$ cat src/rtl/clkdiv_pkg.sv
package clkdiv_pkg;

  localparam int unsigned CDS_WIDE = 64;

  typedef logic [CDS_WIDE-1:0] wide_t;

  typedef enum logic { CDS_IDLE = 1'b0, CDS_RUN = 1'b1 } cds_state_e;

  // Bound the request: floor first, then ceiling, so the ceiling wins
  // when the two limits cross.
  function automatic wide_t clamp_rate(wide_t v, wide_t lo, wide_t hi);
    wide_t t;
    t = (v < lo) ? lo : v;
    return (t > hi) ? hi : t;
  endfunction

  // floor(src / d) <= r  holds exactly when  src < (r + 1) * d.
  function automatic logic cand_meets(wide_t src, wide_t rate, wide_t ps, wide_t fld);
    wide_t lim;
    lim = (rate + wide_t'(1)) * ps * (fld + wide_t'(1));
    return src < lim;
  endfunction

endpackage

$ cat src/rtl/cds_clamp.sv
module cds_clamp
  import clkdiv_pkg::*;
#(
  parameter int unsigned W = 32
) (
  input  logic [W-1:0] req_i,
  input  logic [W-1:0] lo_i,
  input  logic [W-1:0] hi_i,
  output logic [W-1:0] rate_o
);

  wide_t bounded;

  always_comb begin
    bounded = clamp_rate(wide_t'(req_i), wide_t'(lo_i), wide_t'(hi_i));
    rate_o  = W'(bounded);
  end

endmodule

$ cat src/rtl/cds_cursor.sv
module cds_cursor #(
  parameter int unsigned PS_MAX  = 254,
  parameter int unsigned FLD_MAX = 255,
  localparam int unsigned PS_W    = $clog2(PS_MAX + 1),
  localparam int unsigned FLD_W   = $clog2(FLD_MAX + 1),
  localparam int unsigned PS_LAST = PS_MAX - (PS_MAX % 2)
) (
  input  logic             clk,
  input  logic             rst_n,
  input  logic             load_i,
  input  logic             step_i,
  output logic [PS_W-1:0]  ps_o,
  output logic [FLD_W-1:0] fld_o,
  output logic             last_o
);

  logic fld_wrap;

  assign fld_wrap = (fld_o == FLD_W'(FLD_MAX));
  assign last_o   = fld_wrap && (ps_o == PS_W'(PS_LAST));

  always_ff @(posedge clk or negedge rst_n) begin
    if (!rst_n) begin
      ps_o  <= PS_W'(2);
      fld_o <= '0;
    end else if (load_i) begin
      ps_o  <= PS_W'(2);
      fld_o <= '0;
    end else if (step_i) begin
      if (fld_wrap) begin
        fld_o <= '0;
        ps_o  <= ps_o + PS_W'(2);
      end else begin
        fld_o <= fld_o + FLD_W'(1);
      end
    end
  end

  AST_STEP_ORDER: assert property (@(posedge clk) disable iff (!rst_n)
    step_i && !load_i |=> ((fld_o == $past(fld_o) + FLD_W'(1)) && (ps_o == $past(ps_o))) ||
                          ((fld_o == '0) && (ps_o == $past(ps_o) + PS_W'(2))));

  AST_LOAD_ORIGIN: assert property (@(posedge clk) disable iff (!rst_n)
    load_i |=> (ps_o == PS_W'(2)) && (fld_o == '0));

endmodule

$ cat src/rtl/cds_judge.sv
module cds_judge
  import clkdiv_pkg::*;
#(
  parameter int unsigned W     = 32,
  parameter int unsigned PS_W  = 8,
  parameter int unsigned FLD_W = 8
) (
  input  logic [W-1:0]     src_i,
  input  logic [W-1:0]     rate_i,
  input  logic [PS_W-1:0]  ps_i,
  input  logic [FLD_W-1:0] fld_i,
  output logic             hit_o
);

  always_comb begin
    hit_o = cand_meets(wide_t'(src_i), wide_t'(rate_i), wide_t'(ps_i), wide_t'(fld_i));
  end

endmodule

$ cat src/rtl/clkdiv_search.sv
module clkdiv_search
  import clkdiv_pkg::*;
#(
  parameter int unsigned FREQ_W  = 32,
  parameter int unsigned PS_MAX  = 254,
  parameter int unsigned FLD_MAX = 255,
  localparam int unsigned PS_W   = $clog2(PS_MAX + 1),
  localparam int unsigned FLD_W  = $clog2(FLD_MAX + 1)
) (
  input  logic              clk,
  input  logic              rst_n,
  input  logic              start_i,
  input  logic [FREQ_W-1:0] src_hz_i,
  input  logic [FREQ_W-1:0] req_hz_i,
  input  logic [FREQ_W-1:0] lo_hz_i,
  input  logic [FREQ_W-1:0] hi_hz_i,
  output logic              busy_o,
  output logic              done_o,
  output logic              err_o,
  output logic [PS_W-1:0]   prescale_o,
  output logic [FLD_W-1:0]  field_o
);

  cds_state_e        state_q;
  logic [FREQ_W-1:0] src_q;
  logic [FREQ_W-1:0] rate_q;
  logic [FREQ_W-1:0] rate_bounded;
  logic [PS_W-1:0]   cur_ps;
  logic [FLD_W-1:0]  cur_fld;
  logic              cur_last;
  logic              cur_hit;

  // Named events for the assertions and the cursor.
  logic accept_w;
  logic running_w;
  logic finish_ok_w;
  logic finish_bad_w;
  logic advance_w;

  assign running_w    = (state_q == CDS_RUN);
  assign accept_w     = start_i && !running_w;
  assign finish_ok_w  = running_w && cur_hit;
  assign finish_bad_w = running_w && !cur_hit && cur_last;
  assign advance_w    = running_w && !cur_hit && !cur_last;
  assign busy_o       = running_w;

  cds_clamp #(.W(FREQ_W)) u_clamp (
    .req_i  (req_hz_i),
    .lo_i   (lo_hz_i),
    .hi_i   (hi_hz_i),
    .rate_o (rate_bounded)
  );

  cds_cursor #(.PS_MAX(PS_MAX), .FLD_MAX(FLD_MAX)) u_cursor (
    .clk    (clk),
    .rst_n  (rst_n),
    .load_i (accept_w),
    .step_i (advance_w),
    .ps_o   (cur_ps),
    .fld_o  (cur_fld),
    .last_o (cur_last)
  );

  cds_judge #(.W(FREQ_W), .PS_W(PS_W), .FLD_W(FLD_W)) u_judge (
    .src_i  (src_q),
    .rate_i (rate_q),
    .ps_i   (cur_ps),
    .fld_i  (cur_fld),
    .hit_o  (cur_hit)
  );

  always_ff @(posedge clk or negedge rst_n) begin
    if (!rst_n) begin
      state_q    <= CDS_IDLE;
      src_q      <= '0;
      rate_q     <= '0;
      done_o     <= 1'b0;
      err_o      <= 1'b0;
      prescale_o <= '0;
      field_o    <= '0;
    end else begin
      done_o <= finish_ok_w || finish_bad_w;
      if (accept_w) begin
        state_q <= CDS_RUN;
        src_q   <= src_hz_i;
        rate_q  <= rate_bounded;
      end
      if (finish_ok_w || finish_bad_w) begin
        state_q <= CDS_IDLE;
      end
      if (finish_ok_w) begin
        prescale_o <= cur_ps;
        field_o    <= cur_fld;
        err_o      <= 1'b0;
      end else if (finish_bad_w) begin
        err_o <= 1'b1;
      end
    end
  end

  AST_DONE_PULSE: assert property (@(posedge clk) disable iff (!rst_n)
    done_o |=> !done_o);

  AST_BUSY_ENDS_WITH_DONE: assert property (@(posedge clk) disable iff (!rst_n)
    $fell(busy_o) |-> done_o);

  AST_NOT_BUSY_AT_DONE: assert property (@(posedge clk) disable iff (!rst_n)
    done_o |-> !busy_o);

  AST_START_IGNORED: assert property (@(posedge clk) disable iff (!rst_n)
    busy_o && start_i |=> $stable(rate_q) && $stable(src_q));

  AST_CLAMP_BAND: assert property (@(posedge clk) disable iff (!rst_n)
    accept_w && (lo_hz_i <= hi_hz_i) |=> (rate_q >= $past(lo_hz_i)) && (rate_q <= $past(hi_hz_i)));

  AST_RESULT_HELD: assert property (@(posedge clk) disable iff (!rst_n)
    !done_o |-> $stable(prescale_o) && $stable(field_o));

  AST_ERR_KEEPS_RESULT: assert property (@(posedge clk) disable iff (!rst_n)
    done_o && err_o |-> $stable(prescale_o) && $stable(field_o));

  AST_EVEN_PRESCALE: assert property (@(posedge clk) disable iff (!rst_n)
    done_o && !err_o |-> !prescale_o[0] && (prescale_o >= PS_W'(2)));

endmodule

$ cat config.mk
export PLATFORM = sky130hd
export DESIGN_NAME = clkdiv_search
export DESIGN_NICKNAME = d
export VERILOG_FILES = /design/src/rtl/clkdiv_pkg.sv /design/src/rtl/cds_clamp.sv /design/src/rtl/cds_cursor.sv /design/src/rtl/cds_judge.sv /design/src/rtl/clkdiv_search.sv
export SDC_FILE = /design/constraint.sdc
export NUM_CORES = 2
export LEC_CHECK = 0
export BUFFER_PORTS_ARGS = -buffer_cell sky130_fd_sc_hd__clkbuf_2
export CAP_MARGIN = 20
export CELL_PAD_IN_SITES_DETAIL_PLACEMENT = 1
export CELL_PAD_IN_SITES_GLOBAL_PLACEMENT = 1
export CORE_MARGIN = 3
export CORE_UTILIZATION = 54
export CTS_CLUSTER_SIZE = 8
export DETAILED_ROUTE_END_ITERATION = 8
export PLACE_DENSITY = 0.93
export SYNTH_ARGS = -nofsm -noshare
export SYNTH_HDL_FRONTEND = slang
export SYNTH_HIERARCHICAL = 1
export SYNTH_SLANG_ARGS = --single-unit
$ cat constraint.sdc
create_clock -name clk -period 37.5 [get_ports clk]
set_input_delay 1.875 -clock clk [delete_from_list [all_inputs] [get_ports clk]]
set_output_delay 1.875 -clock clk [all_outputs]
set_load 0.005 [all_outputs]
==> impl_results.md <==
* Status: complete, no violations
* Horiz. Die Dim at 233 um
* Setup slack of the most critical reg-to-reg path at 21020 ps
* Fill cell count at 5924
* Number of synthesized flops with an enable pin at 0
* Transition time of the tightest slew-check pin at 1150 ps
* Maximum fanout count along the critical path at 14
* YS warnings at 6
* Net count after synthesis at 3890
* Maximum buffer depth of the clock tree at 2
* Die area at 54100 um^2
* Cells after synthesis at 3070
* Initial antenna violation count at 0
* Aggregate global routing overflow at 0
* Via count at 22600
* Setup violators final at 0
* Area growth, synth to finish at 6.04%
* Required time of the worst setup path at 37790 ps
* Total wire length after detailed routing at 87500 um
* WP data arrival at 16770 ps
* Async SR Flop Fraction at 100%
* GRT Overall Usage at 33.1%
* Pin count of the biggest net entering global routing at 67
* Clock tree from TritonCTS: yes
* Clk_skew at 16.1 ps
* Final-report max-slew violation count at 0
* Drt pass-1 iters at 7
* Number of antenna diodes at 0
* Violation count after the first detailed-routing iteration at 1361
* Sequential-to-total area share from yosys stat at 8.84%
* Global-route wire length before repair at 141000 um
* Largest incremental delay on the critical path at 920 ps
* Hold Path Class: flip-flop to flip-flop
* Syn Area/Cell at 9.04 um^2
* Cell area after layout at 29400 um^2
* Leading register cell type out of synthesis: dfrtp_1
* Final net count at 3962
* Post-CTS setup buffer count at 0
* Synth area leader: fa_1
* Sum of negative setup slack at 0 ps
* Setup repair after global routing missed its margin: false
* Total clock buffers created by CTS at 9
* Most prevalent standard cell on the critical path: fa_1
* Row Count at 82
* Number of top-level pins at 150
* Clock input transition at the sequential cells of the worst setup and hold paths at 80 ps
* Avg Vias per Cell at 5.93
* Number of nets still failing antenna checks after routing at 0
* Number of global-route vias before repair at 26700
* Number of synthesized register bits at 98
* Most area-consuming cells after synthesis: fa_1 (33%), ha_1 (10%), dfrtp_1 (8.8%)
* Count of distinct cell types in the synthesized netlist at 82
* Initial core utilization at 55.0%
* TritonCTS Sinks at 98
* Max_cap viols at 0
* Worst hold margin at 516 ps
* Maximum clock rate at 0.0607 GHz
* Endpoints failing hold at 0
* Library cell used as clock root buffer: clkbuf_16
* Routability Congestion at 0.884
* Critical-path top delay cell: nor3b_1
* Worst-Skew Late Latency at 410 ps
* Kind of launch point of the worst setup path: flip-flop
* Fin util at 58.3%
* CTS H-tree lvls at 3
* DPL Wire Length at 71400 um
* Remaining routing DRC violations at 0
* Die H at 233 um
* Shortest period the worst path allows at 16480 ps
* Fraction of final layout cells with drive strength greater than 1 at 13.4%
* Area after detailed placement at 29100 um^2
* Startpoint-to-endpoint class of the critical path: flip-flop to flip-flop
* Summed instance area of the synthesized netlist at 27700 um^2
* Max transition margin at 23.3%
* Core Box Area at 50500 um^2
* Fin crit share at 43.9%
* Cells resized by post-CTS repair at 0
* Per-cell routed wire length at 22.9 um
* Port Buffers at 149
* Nature of the critical path endpoint: flip-flop
* Area share of the leading cell type in the synthesized netlist at 33.2%
* Hold-fix buffer count after cts at 0
## stage by stage
step	worst slack [ps]	instances
finish	21020	3819
detailed placement	21270	3802
CTS	21150	3818
global route	20050	3819
global placement	22260	3798
floorplan	24360	3070
## cells by family after synthesis
kind of cell,after synthesis,share of synthesized area (%)
and+or+nand+nor,967,17.9
adders and majority gates,689,43.5
DFF,98,8.84
AOI/OAI and AO/OA,391,9.24
other,1,0.0135
muxes,150,7.42
xor gates and xnor gates,117,3.72
buffers and inverters,657,9.35
## cells in the final DEF (no fill, tap or decap), types with 6 or more instances in the layout
master       n
inv_1      550
fa_1       460
nor2_1     234
nor2b_1    233
ha_1       229
nand2_1    206
clkbuf_2   148
a21oi_1    123
mux2_4     100
dfrtp_1     97
o21ai_0     74
nand2b_1    64
xnor2_1     59
or2_2       51
xor2_1      49
a21o_1      47
mux2_2      45
nand4_1     42
nand3_1     37
and2_1      32
o21bai_1    21
o21a_1      18
buf_4       15
a211oi_1    13
o21ai_1     13
or3_1       13
and3_1      13
o211ai_1    11
a31oi_1     11
nor3_1      10
clkbuf_16    9
nor4_1       8
and4_1       7
xor2_2       6
## synthesized netlist by cell type, types with 7 or more instances
master / number
inv_1: 550
fa_1: 460
nor2_1: 234
nor2b_1: 233
ha_1: 229
nand2_1: 206
a21oi_1: 123
mux2_4: 100
dfrtp_1: 97
clkbuf_1: 80
o21ai_0: 74
nand2b_1: 64
xnor2_1: 61
xor2_1: 55
or2_2: 51
a21o_1: 47
mux2_2: 45
nand4_1: 42
nand3_1: 37
and2_1: 32
o21bai_1: 21
o21a_1: 18
a211oi_1: 13
and3_1: 13
o21ai_1: 13
or3_1: 13
buf_2: 12
a31oi_1: 11
o211ai_1: 11
nor3_1: 10
buf_6: 8
nor4_1: 8
and4_1: 7
## registers in the layout (all words and copies together) (netlist names)
signal	flops
err_o	1
done_o	1
field_o	8
prescale_o	8
u_cursor/ps_o	7
busy_o	1
u_cursor/fld_o	8
rate_q	32
src_q	32
## critical path: cells and delay by family, from the launching register on
kind	cells	cell delay, ps
fa+ha+maj	12	5500
simple gates	16	4890
compound gates	15	3340
xor+xnor	3	1300
flops	1	600
mux	1	390
buf+inv	5	360
## per-layer routing
layer	vias to the layer above	track usage [%]	wire length, um
met5	-	0	0
met4	0	17.0	4760
met3	329	5.99	5270
met1	11500	36.9	32000
met2	967	60.3	45500
li1	9832	-	-
## area by class of cell
type | instances | area (um^2) | share of cell area (%)
Clock buffer | 9 | 225 | 0.766
Multi-Input combinational cell | 2315 | 22800 | 77.4
Tap cell | 672 | 841 | 2.86
Timing Repair Buffer | 168 | 978 | 3.33
Clock inverter | 7 | 93.8 | 0.319
Sequential cell | 98 | 2450 | 8.34
Inverter | 550 | 2060 | 7.02
## final timing paths
check / from / end / cells past startpoint
worst max-delay path: rate_q[0]$_DFFE_PN0P_ / u_cursor/ps_o[6]$_DFFE_PN0P_ / 52
worst min-delay path: prescale_o[2]$_DFFE_PN0P_ / prescale_o[2]$_DFFE_PN0P_ / 1
worst max register to register: rate_q[0]$_DFFE_PN0P_ / u_cursor/ps_o[6]$_DFFE_PN0P_ / 52
worst min register to register: prescale_o[2]$_DFFE_PN0P_ / prescale_o[2]$_DFFE_PN0P_ / 1
max in group asynchronous: rst_n / src_q[24]$_DFFE_PN0P_ / 2
min in group asynchronous: rst_n / rate_q[1]$_DFFE_PN0P_ / 1
Power is left out: the tool's default activity adds up to more than one toggle a clock period on the data nets, which glitch-free logic cannot reach.
